File: config.mk
export PLATFORM = sky130hd
export DESIGN_NAME = i2cLineFilter
export DESIGN_NICKNAME = d
export VERILOG_FILES = /design/src/rtl/i2cFiltPkg.sv /design/src/rtl/i2cFiltCtl.sv /design/src/rtl/i2cFiltDp.sv /design/src/rtl/i2cLineFilter.sv
export SDC_FILE = /design/constraint.sdc
export NUM_CORES = 1
export LEC_CHECK = 0
export BUFFER_PORTS_ARGS = -buffer_cell sky130_fd_sc_hd__buf_2
export CAP_MARGIN = 0
export CORE_MARGIN = 2
export CORE_UTILIZATION = 39
export CTS_BUF_LIST = sky130_fd_sc_hd__clkbuf_4 sky130_fd_sc_hd__clkbuf_8
export CTS_CLUSTER_SIZE = 14
export DETAILED_ROUTE_END_ITERATION = 7
export PLACE_DENSITY_LB_ADDON = 0.08
export SKIP_CTS_REPAIR_TIMING = 1
export SLEW_MARGIN = 10
export SYNTH_ARGS = -nofsm -noshare
export SYNTH_HDL_FRONTEND = slang
export SYNTH_SLANG_ARGS = --single-unit
File: constraint.sdc
create_clock -name clk -period 3.07 [get_ports clk]
set_input_delay 0.1535 -clock clk [delete_from_list [all_inputs] [get_ports clk]]
set_output_delay 0.1535 -clock clk [all_outputs]
set_load 0.05 [all_outputs]
File: src/rtl/i2cFiltPkg.sv
package i2cFiltPkg;
  // strobes from the prescaler control to the filtering datapath
  typedef struct packed {
    logic tick;
  } ctlStrobes_t;
endpackage

File: src/rtl/i2cFiltCtl.sv
module i2cFiltCtl
  import i2cFiltPkg::*;
#(
  parameter int DIV_W = 8
) (
  input  logic             clk,
  input  logic             rstN,
  input  logic [DIV_W-1:0] divisor,
  output ctlStrobes_t      stb
);
  logic [DIV_W-1:0] count;
  logic             wrap;

  // >= covers a divisor lowered below the running count
  assign wrap     = (count >= divisor);
  assign stb.tick = wrap;

  always_ff @(posedge clk) begin
    if (!rstN) begin
      count <= '0;
    end else if (wrap) begin
      count <= '0;
    end else begin
      count <= count + 1'b1;
    end
  end
endmodule

File: src/rtl/i2cFiltDp.sv
module i2cFiltDp
  import i2cFiltPkg::*;
#(
  parameter int LINES       = 2,
  parameter int SYNC_STAGES = 2
) (
  input  logic             clk,
  input  logic             rstN,
  input  ctlStrobes_t      stb,
  input  logic [LINES-1:0] rawIn,
  output logic [LINES-1:0] lvl,
  output logic [LINES-1:0] rise,
  output logic [LINES-1:0] fall
);
  localparam int TOP = SYNC_STAGES - 1;

  for (genvar g = 0; g < LINES; g++) begin : gLine
    logic [TOP:0] syncSh;
    logic         syncd;
    logic         prevSample;
    logic         lvlQ;
    logic         riseQ;
    logic         fallQ;
    logic         accept;

    assign syncd  = syncSh[TOP];
    assign accept = stb.tick && (syncd == prevSample) && (syncd != lvlQ);

    always_ff @(posedge clk) begin
      if (!rstN) begin
        syncSh     <= '1;
        prevSample <= 1'b1;
        lvlQ       <= 1'b1;
        riseQ      <= 1'b0;
        fallQ      <= 1'b0;
      end else begin
        syncSh <= {syncSh[TOP-1:0], rawIn[g]};
        riseQ  <= 1'b0;
        fallQ  <= 1'b0;
        if (stb.tick) begin
          prevSample <= syncd;
        end
        if (accept) begin
          lvlQ  <= syncd;
          riseQ <= syncd;
          fallQ <= !syncd;
        end
      end
    end

    assign lvl[g]  = lvlQ;
    assign rise[g] = riseQ;
    assign fall[g] = fallQ;
  end
endmodule

File: src/rtl/i2cLineFilter.sv
module i2cLineFilter
  import i2cFiltPkg::*;
#(
  parameter int DIV_W       = 8,
  parameter int SYNC_STAGES = 2
) (
  input  logic             clk,
  input  logic             rstN,
  input  logic [DIV_W-1:0] divisor,
  input  logic             sclIn,
  input  logic             sdaIn,
  output logic             sclOut,
  output logic             sdaOut,
  output logic             sclRise,
  output logic             sclFall,
  output logic             sdaRise,
  output logic             sdaFall
);
  localparam int LINES = 2;  // bit 0 = SCL, bit 1 = SDA

  ctlStrobes_t      ctlStb;
  logic [LINES-1:0] lvlV;
  logic [LINES-1:0] riseV;
  logic [LINES-1:0] fallV;

  i2cFiltCtl #(.DIV_W(DIV_W)) uCtl (
    .clk(clk), .rstN(rstN), .divisor(divisor), .stb(ctlStb)
  );

  i2cFiltDp #(.LINES(LINES), .SYNC_STAGES(SYNC_STAGES)) uDp (
    .clk(clk), .rstN(rstN), .stb(ctlStb), .rawIn({sdaIn, sclIn}),
    .lvl(lvlV), .rise(riseV), .fall(fallV)
  );

  assign sclOut  = lvlV[0];
  assign sdaOut  = lvlV[1];
  assign sclRise = riseV[0];
  assign sdaRise = riseV[1];
  assign sclFall = fallV[0];
  assign sdaFall = fallV[1];
endmodule

==> results.txt <==
* Unrepaired setup endpoints after global routing: false
- For this run, design rule violations remaining after detail routing come to 0.
- For this run, the number of standard cells in the final layout without fillers is around 140.
- Setup Viol. Count Final: 0
- Relative to the synthesized area, the layout overhead comes to 15.6%.
- For the worst setup path, the data arrival time is 1.92 ns.
- # port buffers: 17
- On the final layout, the worst clock skew is roughly 0.0027 ns.
- After detailed routing, the number of vias per cell comes to about 4.6.
- Counting every instance in the synthesized netlist gives 96.
- The slowest stage of the critical path is the sky130_fd_sc_hd__dfxtp_1 cell.
- Count of buffer and inverter cells on the critical path: 0
- The worst pin sits at a relative slew slack of roughly 73%.
- GPL Wtd Cong: 0.681
* Yosys cell types: 22
- Along the worst path, the maximum fanout reaches 7.
- STA puts the critical path data required time at 3.26 ns.
- Area of the core: 2190 µm²
- In this run the number of H-tree levels came out at 1.
* Min Clock Period, post-route: around 1.7 ns
- The number of antenna violations at the first check in global routing is 0.
- CTS max path bufs: 2
* Floorplan die area: 2680 µm²
- The largest single stage delay on the critical path is 0.40 ns.
- 0 antenna diodes ended up in the layout.
- Counting flops and latches in the post-synthesis netlist gives 20.
- DRC marker count from the first detailed-route iteration: 5
- Total global-route track usage: 12.9%
- Sequential fraction of the synthesis area: 45.1%
- Critical Path End Type: flop
- In this run the worst hold path is classified as input pin to flop.
* Vias in the first global route: 611
- Max-cap check violation count: 0
* Cells along the critical path: ha_1 > a211oi_2 > o21ai_1 > a21oi_4 > nand2b_1 > nor3_1
- Post-CTS clock slew at the launch and capture registers of the worst setup and hold paths: 0.10 ns
- The initial utilization of the core area, before any placement, comes to between 40% and 50%.
- Synthesis produced a netlist with a net count of 117.
- Antenna-violating nets left: 0
* TritonCTS clock tree: built
- Start-to-end type of the worst setup path: flop to flop
- Post-Place Worst Slack: 1.33 ns
- I/O pin cnt: 18
- Count of final max-slew check failures: 0
* Tightest Pin Transition: between 0.3 and 0.4 ns
- The floorplan has 17 rows.
* Global-route wire length before repair: 2520 µm
- The number of endpoints with negative hold slack in the final report was 0.
* Number of vias after detailed routing: 657
- The die is 51.7 µm tall.
* Fraction of layout cells with a size suffix above 1: 21.7%
* Cell area after technology mapping: 888 µm²
- Dominant delay contributor by cell family on the critical path: compound AO/OA/AOI/OAI gates
* Overflow left after global routing: 0
* Final WS setup: 1.34 ns
- Ys Warns: 0
* Routed wire length: 1410 µm
- Tcrit/Tclk final: about 56%
- STA classifies the critical path startpoint as a flop.
- Fmax: 579 MHz
- Routed len/inst: 9.89 µm
- Root Buffer Master: sky130_fd_sc_hd__clkbuf_4
- Once detailed placement completed, the half-perimeter wirelength came to 1130 µm.
- Run status: finished clean
- The number of clock buffers added by TritonCTS is 3.
- Design Power: 0.424 mW
- Syn avg cell area: 9.25 µm²
- In this run the power density over the cells is 413 nW/µm².
- The worst-case IR drop observed on VDD is 0.000305 V.
- Clock insertion delay at the later pin of the skew report: 0.29 ns
* Final Net Count: 138
- Entering global routing, the biggest net connects 12 pins.
- Leakage power figure: 0.512 nW
* DR pass1 iterations: 3
- For the final routed database, the setup TNS stands at 0 ns.
- Counting tap cells, the placed design contains a total of 140 instances.
- From left edge to right edge, the die measures about 52 µm.
* Total number of clock tree sinks: 20
[worst paths after layout]
path                     startpoint  slack, ns                     end  cells after the start
max                   uCtl.count[2]       1.34      uDp.gLine[1].riseQ                      6
min                           sclIn       0.03  uDp.gLine[0].syncSh[0]                      2
max reg2reg           uCtl.count[2]       1.34      uDp.gLine[1].riseQ                      6
min reg2reg  uDp.gLine[1].syncSh[0]       0.41  uDp.gLine[1].syncSh[1]                      1
[where the power goes]
group          total, mW  internal, mW  switching, mW
combinational     0.0354        0.0176         0.0178
clock              0.119        0.0457         0.0729
sequential         0.270         0.266        0.00487
total              0.424         0.329         0.0956
[layout make-up]
class | count | area (µm²)
Clock buffer | 3 | 22.5
Fill cell | 218 | 1160
Inverter | 10 | 37.5
Multi-Input combinational cell | 65 | 447
Sequential cell | 20 | 400
Tap cell | 28 | 35.0
Timing Repair Buffer | 17 | 85.1
[per-stage QoR]
stage	utilization [%]	cell area, µm²	hold slack (ns)
final	46.9	1030	0.0335
after global routing	46.9	1030	0.0262
after CTS	46.9	1030	0.0251
after detailed placement	45.9	1000	0.339
after global placement	45.9	1000	0.337
after floorplan	-	888	0.255
[routing by layer]
layer	part of all wire [%]	global-route usage (%)
met5	0	0
met4	0.99	2.63
met3	5.1	6.03
met2	46	21.2
met1	48	15.4
[cell usage after synthesis (all sizes together)]
cell / count / area [µm²]
dfxtp: 20 / 400
inv: 10 / 37.5
nor2: 10 / 37.5
ha: 9 / 113
nand2: 9 / 36.3
a21oi: 5 / 36.3
nand2b: 5 / 31.3
mux2i: 4 / 40.0
nor3: 4 / 20.0
o21ai: 4 / 20.0
nand3: 3 / 15.0
xnor2: 3 / 26.3
xor2: 3 / 26.3
or2: 2 / 12.5
a211oi: 1 / 12.5
and3: 1 / 6.26
clkbuf: 1 / 3.75
nor2b: 1 / 6.26
o211ai: 1 / 7.51
[sequential cells by signal, summed over array words and instances (netlist names)]
name                  flops
uCtl.count                8
uDp.gLine.fallQ           2
uDp.gLine.lvlQ            2
uDp.gLine.prevSample      2
uDp.gLine.riseQ           2
uDp.gLine.syncSh          4
[cells in the final DEF, fill, tap and decap left out]
master,instances
sky130_fd_sc_hd__a211oi_2,1
sky130_fd_sc_hd__a21oi_1,4
sky130_fd_sc_hd__a21oi_4,1
sky130_fd_sc_hd__and3_1,1
sky130_fd_sc_hd__buf_2,17
sky130_fd_sc_hd__clkbuf_4,3
sky130_fd_sc_hd__dfxtp_1,20
sky130_fd_sc_hd__ha_1,9
sky130_fd_sc_hd__inv_1,10
sky130_fd_sc_hd__mux2i_1,4
sky130_fd_sc_hd__nand2_1,8
sky130_fd_sc_hd__nand2_2,1
sky130_fd_sc_hd__nand2b_1,5
sky130_fd_sc_hd__nand3_1,3
sky130_fd_sc_hd__nor2_1,10
sky130_fd_sc_hd__nor2b_1,1
sky130_fd_sc_hd__nor3_1,4
sky130_fd_sc_hd__o211ai_1,1
sky130_fd_sc_hd__o21ai_0,1
sky130_fd_sc_hd__o21ai_1,3
sky130_fd_sc_hd__or2_2,2
sky130_fd_sc_hd__xnor2_1,3
sky130_fd_sc_hd__xor2_1,3
[kinds of logic (layout without fill, tap and decap cells)]
family          Yosys count  in the layout  synth area share, %
simple gates             35             35                 18.6
buf+inv                  11             30                 4.65
flops                    20             20                 45.1
fa+ha+maj                 9              9                 12.7
xor+xnor                  6              6                 5.92
compound gates           11             11                 8.59
mux                       4              4                 4.51
(Power assumes the default switching activity.)
